`src/rtl/ssc_pkg.sv`:
```
// Package: shared types for the synchronous serial shifter.
// Assumes: nothing beyond IEEE 1800-2017.
package ssc_pkg;
    // Shifter operating state
    typedef enum logic [1:0] {
        SH_IDLE = 2'd0,
        SH_TX   = 2'd1,
        SH_RX   = 2'd2
    } sh_state_e;
endpackage

```
`src/rtl/ssc_baud.sv`:
```
// Module: ssc_baud
// Emits a one-cycle tick every PREDIV*(reload+1) system clocks while en is high.
// Assumes: reload is stable while en is high; deasserting en restarts the count.
module ssc_baud #(
    parameter int PREDIV = 2,
    parameter int RW     = 8
) (
    input  logic          clk,
    input  logic          rst_n,
    input  logic          en,
    input  logic [RW-1:0] reload,
    output logic          tick
);
    localparam int PW = (PREDIV > 1) ? $clog2(PREDIV) : 1;

    logic [PW-1:0] pre_q;
    logic [RW-1:0] tmr_q;
    logic          pre_end;

    assign pre_end = (pre_q == PW'(PREDIV - 1));
    assign tick    = en && pre_end && (tmr_q == '0);

    // Pre-divider and reload down-counter
    always_ff @(posedge clk) begin
        if (!rst_n || !en) begin
            pre_q <= '0;
            tmr_q <= reload;
        end else if (pre_end) begin
            pre_q <= '0;
            tmr_q <= (tmr_q == '0) ? reload : tmr_q - 1'b1;
        end else begin
            pre_q <= pre_q + 1'b1;
        end
    end
endmodule

```
`src/rtl/ssc_shifter.sv`:
```
// Module: ssc_shifter
// Frame engine: drives the shift clock and the data pin, shifts LSB first.
// Each tick is one half period; data changes on falling, samples on rising.
// Assumes: start requests are evaluated only while idle; take/rx_done are
// combinational so the top updates its buffers in the same cycle.
module ssc_shifter #(
    parameter int DW = 8
) (
    input  logic          clk,
    input  logic          rst_n,
    input  logic          run_en,
    input  logic          tick,
    input  logic          rx_en,
    input  logic          tx_full,
    input  logic [DW-1:0] tx_buf,
    input  logic          data_i,
    output logic          busy,
    output logic          take,
    output logic          tx_done,
    output logic          rx_done,
    output logic [DW-1:0] rx_byte,
    output logic          sclk_o,
    output logic          data_o,
    output logic          data_oe
);
    import ssc_pkg::*;
    localparam int CW = (DW > 1) ? $clog2(DW) : 1;
    localparam logic [CW-1:0] LAST = CW'(DW - 1);

    sh_state_e     state_q;
    logic          phase_q;
    logic [CW-1:0] cnt_q;
    logic [DW-1:0] sh_q;
    logic          go_tx, go_rx, bit_end, load_next;

    assign busy      = (state_q != SH_IDLE);
    assign go_tx     = !busy && run_en && !rx_en && tx_full;
    assign go_rx     = !busy && run_en && rx_en;
    assign bit_end   = tick && phase_q && (cnt_q == LAST);
    assign load_next = (state_q == SH_TX) && bit_end && tx_full && !rx_en;
    assign take      = go_tx || load_next;
    assign tx_done   = (state_q == SH_TX) && bit_end && !load_next;
    assign rx_done   = (state_q == SH_RX) && bit_end;
    assign rx_byte   = {data_i, sh_q[DW-1:1]};

    // Frame sequencing, pin drive and shifting
    always_ff @(posedge clk) begin
        if (!rst_n) begin
            state_q <= SH_IDLE;
            phase_q <= 1'b0;
            cnt_q   <= '0;
            sh_q    <= '0;
            sclk_o  <= 1'b1;
            data_o  <= 1'b1;
            data_oe <= 1'b1;
        end else if (go_tx) begin
            state_q <= SH_TX;
            sh_q    <= tx_buf;
            phase_q <= 1'b0;
            cnt_q   <= '0;
        end else if (go_rx) begin
            state_q <= SH_RX;
            data_oe <= 1'b0;
            phase_q <= 1'b0;
            cnt_q   <= '0;
        end else if (busy && tick) begin
            if (!phase_q) begin
                sclk_o  <= 1'b0;
                phase_q <= 1'b1;
                if (state_q == SH_TX) data_o <= sh_q[0];
            end else begin
                sclk_o  <= 1'b1;
                phase_q <= 1'b0;
                cnt_q   <= cnt_q + 1'b1;
                if (state_q == SH_TX) sh_q <= sh_q >> 1;
                else                  sh_q <= rx_byte;
                if (cnt_q == LAST) begin
                    data_o <= 1'b1;
                    cnt_q  <= '0;
                    if (load_next) begin
                        sh_q <= tx_buf;
                    end else begin
                        state_q <= SH_IDLE;
                        data_oe <= 1'b1;
                    end
                end
            end
        end
    end


    // idle_pins_high_chk: an idle shifter leaves the clock pin high
    idle_pins_high_chk: assert property (@(posedge clk) disable iff (!rst_n)
        (state_q == SH_IDLE) |-> sclk_o);


    // rx_released_chk: the data pin is never driven during a reception
    rx_released_chk: assert property (@(posedge clk) disable iff (!rst_n)
        (state_q == SH_RX) |-> !data_oe);
endmodule

```
`src/rtl/sync_shift_channel.sv`:
```
// Module: sync_shift_channel
// Top: transmit holding buffer, receive buffer, enable bit and interrupt flags
// wrapped around the baud generator and the frame engine.
// Assumes: strobes are single-cycle and synchronous to clk.
module sync_shift_channel #(
    parameter int DW     = 8,
    parameter int RW     = 8,
    parameter int PREDIV = 2
) (
    input  logic          clk,
    input  logic          rst_n,
    input  logic          run_en,
    input  logic [RW-1:0] reload,
    input  logic          tx_wr,
    input  logic [DW-1:0] tx_wdata,
    input  logic          rx_arm,
    input  logic          rx_rd,
    output logic          rx_en,
    output logic [DW-1:0] rx_data,
    output logic          sclk_o,
    output logic          data_o,
    output logic          data_oe,
    input  logic          data_i,
    output logic          tx_empty_irq,
    output logic          tx_done_irq,
    output logic          rx_irq,
    output logic          rx_ovr
);
    logic          tick, busy, take, tx_done, rx_done;
    logic [DW-1:0] rx_byte;
    logic [DW-1:0] tx_buf_q;
    logic          tx_full_q;

    ssc_baud #(.PREDIV(PREDIV), .RW(RW)) u_baud (
        .clk(clk), .rst_n(rst_n), .en(run_en && busy), .reload(reload), .tick(tick)
    );

    ssc_shifter #(.DW(DW)) u_shift (
        .clk(clk), .rst_n(rst_n), .run_en(run_en), .tick(tick), .rx_en(rx_en),
        .tx_full(tx_full_q), .tx_buf(tx_buf_q), .data_i(data_i), .busy(busy),
        .take(take), .tx_done(tx_done), .rx_done(rx_done), .rx_byte(rx_byte),
        .sclk_o(sclk_o), .data_o(data_o), .data_oe(data_oe)
    );

    // Transmit holding buffer: a write wins over a same-cycle hand-off
    always_ff @(posedge clk) begin
        if (!rst_n) begin
            tx_buf_q  <= '0;
            tx_full_q <= 1'b0;
        end else if (tx_wr) begin
            tx_buf_q  <= tx_wdata;
            tx_full_q <= 1'b1;
        end else if (take) begin
            tx_full_q <= 1'b0;
        end
    end

    // Transmit interrupt pulses
    always_ff @(posedge clk) begin
        if (!rst_n) begin
            tx_empty_irq <= 1'b0;
            tx_done_irq  <= 1'b0;
        end else begin
            tx_empty_irq <= take;
            tx_done_irq  <= tx_done;
        end
    end

    // Receive-enable bit: set by arm, cleared by frame completion
    always_ff @(posedge clk) begin
        if (!rst_n)       rx_en <= 1'b0;
        else if (rx_done) rx_en <= 1'b0;
        else if (rx_arm)  rx_en <= 1'b1;
    end

    // Receive buffer, sticky receive flag and overrun flag
    always_ff @(posedge clk) begin
        if (!rst_n) begin
            rx_data <= '0;
            rx_irq  <= 1'b0;
            rx_ovr  <= 1'b0;
        end else if (rx_done) begin
            rx_data <= rx_byte;
            rx_irq  <= 1'b1;
            if (rx_irq && !rx_rd) rx_ovr <= 1'b1;
        end else if (rx_rd) begin
            rx_irq <= 1'b0;
            rx_ovr <= 1'b0;
        end
    end


    // empty_pulse_chk: every hand-off to the shifter is announced next cycle
    empty_pulse_chk: assert property (@(posedge clk) disable iff (!rst_n)
        take |=> tx_empty_irq);


    // rx_blocks_tx_chk: no hand-off while reception is armed
    rx_blocks_tx_chk: assert property (@(posedge clk) disable iff (!rst_n)
        rx_en |-> !take);


    // rx_en_clear_chk: receive-enable drops after a completed byte
    rx_en_clear_chk: assert property (@(posedge clk) disable iff (!rst_n)
        rx_done |=> (!rx_en && rx_irq));


    // overrun_set_chk: an unread byte being overwritten raises overrun
    overrun_set_chk: assert property (@(posedge clk) disable iff (!rst_n)
        (rx_done && rx_irq && !rx_rd) |=> rx_ovr);
endmodule

```
`config.mk`:
```
export PLATFORM = sky130hd
export DESIGN_NAME = sync_shift_channel
export DESIGN_NICKNAME = d
export VERILOG_FILES = /design/src/rtl/ssc_pkg.sv /design/src/rtl/ssc_baud.sv /design/src/rtl/ssc_shifter.sv /design/src/rtl/sync_shift_channel.sv
export SDC_FILE = /design/constraint.sdc
export NUM_CORES = 1
export LEC_CHECK = 0
export BUFFER_PORTS_ARGS = -buffer_cell sky130_fd_sc_hd__clkbuf_2
export CAP_MARGIN = 15
export CORE_ASPECT_RATIO = 0.9
export CORE_UTILIZATION = 58
export CTS_BUF_LIST = sky130_fd_sc_hd__clkbuf_8
export DETAILED_ROUTE_END_ITERATION = 10
export PLACE_DENSITY = 0.82
export RECOVER_POWER = 50
export SYNTH_ARGS = -nofsm -noshare
export SYNTH_HDL_FRONTEND = slang
export SYNTH_HIERARCHICAL = 1
export SYNTH_SLANG_ARGS = --single-unit
```
`constraint.sdc`:
```
create_clock -name clk -period 2.8 [get_ports clk]
set_input_delay 0.28 -clock clk [delete_from_list [all_inputs] [get_ports clk]]
set_output_delay 0.28 -clock clk [all_outputs]
set_load 0.02 [all_outputs]
```
### After elaboration in Yosys (flattened, before gate mapping)

Cells that the tools add are included.

* memories: 0
* input port bits: 23
* memory bits (read-only): 0
* bits in writable memories: 0
* output and inout bits: 16
* bits in latches: 0
* register bits after elaboration: 48
* word-level logic and storage cells: 115

* reductions and logical operators: 50
* equality and inequality tests: 8
* shifts and indexed selects: 0
* $add $sub $neg: 3
* divide/modulo/power cells: 0
* bitwise operators: 3
* order comparisons: 0
* $mul: 0
* mux-type cells: 33

Operators by type and width (number)
* two-way mux 8 bit: 10
* nonzero test 2 bit: 10
* two-way mux 1 bit: 17
* logical AND 1 bit: 16
* two-way mux 2 bit: 5
* AND reduction 5 bit: 2
* nonzero test 3 bit: 3
* logical NOT 8 bit: 1
* AND reduction 4 bit: 2
* subtractor 8 x 1 -> 8 bit (second input constant): 1
* logical NOT 1 bit: 6
* != test 2 x 1 -> 1 bit (second input constant): 3
* AND reduction 3 bit: 2
* OR reduction 2 bit: 3
* AND reduction 2 bit: 2
* adder 3 x 1 -> 3 bit (second input constant): 1
* equality test 3 bit (second input constant): 1
* two-way mux 3 bit: 1
* != test 3 x 1 -> 1 bit (second input constant): 1
* NOT 1 bit: 3
* OR reduction 3 bit: 1
* equality test 2 x 1 -> 1 bit (second input constant): 1
* equality test 2 bit (second input constant): 1
* logical OR 1 bit: 2
* 2 further kinds: 2

### Logic depth before layout (Yosys ltp)

* word-level depth: 15
* mapped depth: 11
* mapped depth without buffers: 9

### Modules after synthesis

The synthesis kept the hierarchy.

Modules (own cells, without submodules)
* ssc_shifter: seq. area each 340.3 µm², area an instance 1062.3 µm², cells an instance 120, instances 1
* sync_shift_channel: seq. area each 440.4 µm², area an instance 779.5 µm², cells an instance 71, instances 1
* ssc_baud: seq. area each 260.2 µm², area an instance 565.5 µm², cells an instance 58, instances 1

### Worst setup path before layout

OpenSTA, ideal clock, no wires.

* kind: register to register
* from: register u_baud.tmr_q[5]
* to: register rx_data[0]
* data required time: 2.683 ns
* data arrival time: 2.378 ns
* library setup time: 0.117 ns
* stages on the path, launching flop included: 9
* setup slack: 0.305 ns
* path buffers: 2
* clock period less this slack: 2.495 ns
* cell sequence: edfxtp_1 > or4_4 > nor4_1 > buf_4 > nand3_1 > nor3_1 > buf_6 > mux2i_1 > nor2_1

* word-level cells in the longest chain between the ends: 5

Ends and longest elaborated chain
* start, declared: RTL line ssc_baud.sv:17 `logic [RW-1:0] tmr_q;`
* start signal, assigned: RTL line ssc_baud.sv:27 `tmr_q <= reload;`
* start signal, assigned: RTL line ssc_baud.sv:30 `tmr_q <= (tmr_q == '0) ? reload : tmr_q - 1'b1;`
* logical NOT 8 bit: RTL line ssc_baud.sv:21 `assign tick = en && pre_end && (tmr_q == '0);`
* logical AND 1 bit: RTL line ssc_baud.sv:21
* named net tick: RTL line sync_shift_channel.sv:29 `logic tick, busy, take, tx_done, rx_done;`
* logical AND 1 bit (2 in a row): RTL line ssc_shifter.sv:39 `assign bit_end = tick && phase_q && (cnt_q == LAST);`
* logical AND 1 bit: RTL line ssc_shifter.sv:43 `assign rx_done = (state_q == SH_RX) && bit_end;`
* named net rx_done: RTL line sync_shift_channel.sv:29
* end signal, assigned: RTL line sync_shift_channel.sv:83 `rx_data <= rx_byte;`
* end, declared: RTL line sync_shift_channel.sv:19 `output logic [DW-1:0] rx_data,`

The timed path passes the listed nets, and every way through them passes these cells.
A chain may end at the register's enable or synchronous reset.

### Worst setup path after layout

* from: register u_baud.tmr_q[2]
* to: register rx_data[6]

Same word-level chain as after synthesis.

==> results.sh <==
export IMPL_dr_total_vias=1867
export IMPL_gp_congestion=0.838
export IMPL_grt_antenna_before_repair=0
export IMPL_cts_hold_buf=0
export IMPL_criticalPathCategory="register to register"
export IMPL_tritoncts="built"
export IMPL_postSynthCellCount=249
export IMPL_yosysWarnings=6
export IMPL_path_cells="or4_4 -> nor4_1 -> buf_4 -> nand3_1 -> nor3_2 -> buf_4 -> mux2i_1 -> nor2_1"
export IMPL_postCtsSetupRepairBufs=0
export IMPL_synth_top_area_cell="dfxtp_1"
export IMPL_rsz0062_at_grt="false"
export IMPL_register_area_um2=1040
export IMPL_area_growth_pct=8.21
export IMPL_htreeDepth=2
export IMPL_syn_area_per_cell_um2=9.67
export IMPL_setup_tns_ns=0
export IMPL_ys_top_cells_by_area="dfxtp_1 33%, edfxtp_1 10%, mux2i_1 6.7%, nor2_1 5.1%, a211oi_1 4.7%"
export IMPL_clk_path_buf_depth=2
export IMPL_die_area_um2=4410
export IMPL_drc=0
export IMPL_cp_start_kind="register"
export IMPL_ys_flop_type="dfxtp_1"
export IMPL_avgRoutedWirePerCell_um=14.4
export IMPL_tightest_slew_ns=0.741
export IMPL_dp_hpwl_um=3340
export IMPL_clkLatencyLatePin_ns=0.29
export IMPL_status="finished, final reports clean"
export IMPL_power_density_nw_per_um2=511
export IMPL_yosysUniqueCellTypes=50
export IMPL_via_per_inst=5.76
export IMPL_peakVddDrop_uv=413
export IMPL_min_period_over_period_pct=88.5
export IMPL_ios=39
export IMPL_grt_pass1_wl_um=8070
export IMPL_multiInputGateArea_um2=1170
export IMPL_fin_hold_ws_ns=0.222
export IMPL_final_cell_mix="40 x dfxtp_1, 33 x nor2_1, 21 x clkbuf_2"
export IMPL_start_util_pct=62.8
export IMPL_synth_seq_cells=48
export IMPL_synth_top_area_share_pct=33.3
export IMPL_arrival_ns=2.65
export IMPL_fin_ws_ns=0.321
export IMPL_drive_above_1_share_pct=17.3
export IMPL_finalSetupViolations=0
export IMPL_leakage_nw=1.07
export IMPL_die_h_um=63.1
export IMPL_synthArstFlopShare_pct=0
export IMPL_p_total_mw=1.33
export IMPL_final_common_cell="dfxtp_1"
export IMPL_grt_use_total_pct=22.9
export IMPL_fillCellCount=336
export IMPL_cts_sinks=48
export IMPL_synth_nets=276
export IMPL_syn_area_um2=2410
export IMPL_grt_start_max_net_pins=19
export IMPL_critPathCaptureType="register"
export IMPL_cp_required_ns=2.97
export IMPL_cts_resized=0
export IMPL_period_minus_slack_ns=2.48
export IMPL_drv_slew=0
export IMPL_die_w_um=69.9
export IMPL_cp_common_cell="buf_4"
export IMPL_max_stage_delay_ns=0.55
export IMPL_rows=21
export IMPL_nNetsFinal=304
export IMPL_clkTransAtPathRegs_ns=0.08
export IMPL_drt_iter0_markers=160
export IMPL_max_freq_ghz=0.403
export IMPL_crit_slowest_cell="or4_4"
export IMPL_antenna_cells=0
export IMPL_first_pass_iters=4
export IMPL_grt_pass1_vias=1744
export IMPL_max_slew_margin_pct=50.3
export IMPL_core_um2=3840
export IMPL_wl_um=4660
export IMPL_dp_cells=316
export IMPL_port_buffers=38
export IMPL_finClkSkew_ns=0.00602
export IMPL_grt_ovfl_total=0
export IMPL_drv_cap=0
export IMPL_cts_root_buf="clkbuf_8"
export IMPL_ant_nets=0
export IMPL_seq_area_frac_synth_pct=43.2
export IMPL_path_max_fanout=12
export IMPL_fin_cells=324
export IMPL_preCtsSetupSlack_ns=0.333
export IMPL_min_path_type="primary input to register"
export IMPL_cts_buffers=5
export IMPL_synth_edf_count=8
export IMPL_finalHoldViolCount=0
critical path: cells and delay by family, from the launching register on:
kind / cells / cell delay, ns
AND/OR/NAND/NOR: 5 / 1.21
flip-flops: 1 / 0.48
buffers and inverters: 2 / 0.45
multiplexers: 1 / 0.21
through the flow:
stage | utilization (%) | area (um^2)
finish | 67.9 | 2610
global route | 67.9 | 2610
CTS | 68.7 | 2640
detailed placement | 66.3 | 2540
global placement | 66.3 | 2540
floorplan | - | 2410
final cells by class:
type	count	area share, %
multi-input cells	167	44.8
flip-flops and latches	48	40.0
repair buffers	42	7.64
clock buffers	6	3.17
well taps	46	2.21
inverters	13	1.87
clock inverters	2	0.384
where the power goes:
group | internal [mW] | leakage, nW | switching (mW)
clock | 0.197 | 0.0510 | 0.218
combinational | 0.0650 | 0.609 | 0.0840
sequential | 0.733 | 0.410 | 0.0333
metal layers:
layer | share of wire, % | vias up | track usage [%]
met5 | 0 | - | 0
met4 | 0.73 | 0 | 8.00
met3 | 5.4 | 4 | 5.76
met2 | 44 | 54 | 33.4
met1 | 50 | 871 | 32.9
li1 | - | 938 | -
Yosys cell counts (all sizes together) (7+ instances only):
| library cell | n |
|---|---|
| mux2i | 16 |
| o21ai | 8 |
| a21oi | 9 |
| edfxtp | 8 |
| dfxtp | 40 |
| nand2 | 16 |
| inv | 13 |
| a211oi | 15 |
| buf | 20 |
| nor2 | 33 |
| a2111oi | 7 |
worst paths after layout:
| path | to | from | cells past startpoint | slack (ns) |
|---|---|---|---|---|
| worst min-delay path | tx_buf_q[2]$_SDFFE_PN0P_ | tx_wdata[2] | 3 | 0.22 |
| worst min register to register | u_baud/pre_end$_SDFF_PP0_ | u_baud/pre_end$_SDFF_PP0_ | 1 | 0.46 |
| worst max register to register | rx_data[6]$_SDFFE_PN0P_ | u_baud/tmr_q[2]$_DFFE_PP_ | 8 | 0.32 |
| worst max-delay path | rx_data[6]$_SDFFE_PN0P_ | u_baud/tmr_q[2]$_DFFE_PP_ | 8 | 0.32 |
state kept, by name (all words and copies together) (netlist names), 2 cells and up:
name,cells
rx_data,8
tx_buf_q,8
u_baud/tmr_q,8
u_shift/cnt_q,3
u_shift/sh_q,8
u_shift/state_q,2
cell families (layout without fill, tap and decap cells):
kind of cell	count (synthesis)	in the layout	synth area share, %
flops	48	48	43.2
simple gates	83	83	17.9
fa+ha+maj	4	4	2.08
compound gates	59	59	20.2
xor+xnor	5	5	1.82
buf+inv	34	63	8.16
mux	16	16	6.65
Power figures use the tool's default switching activity.
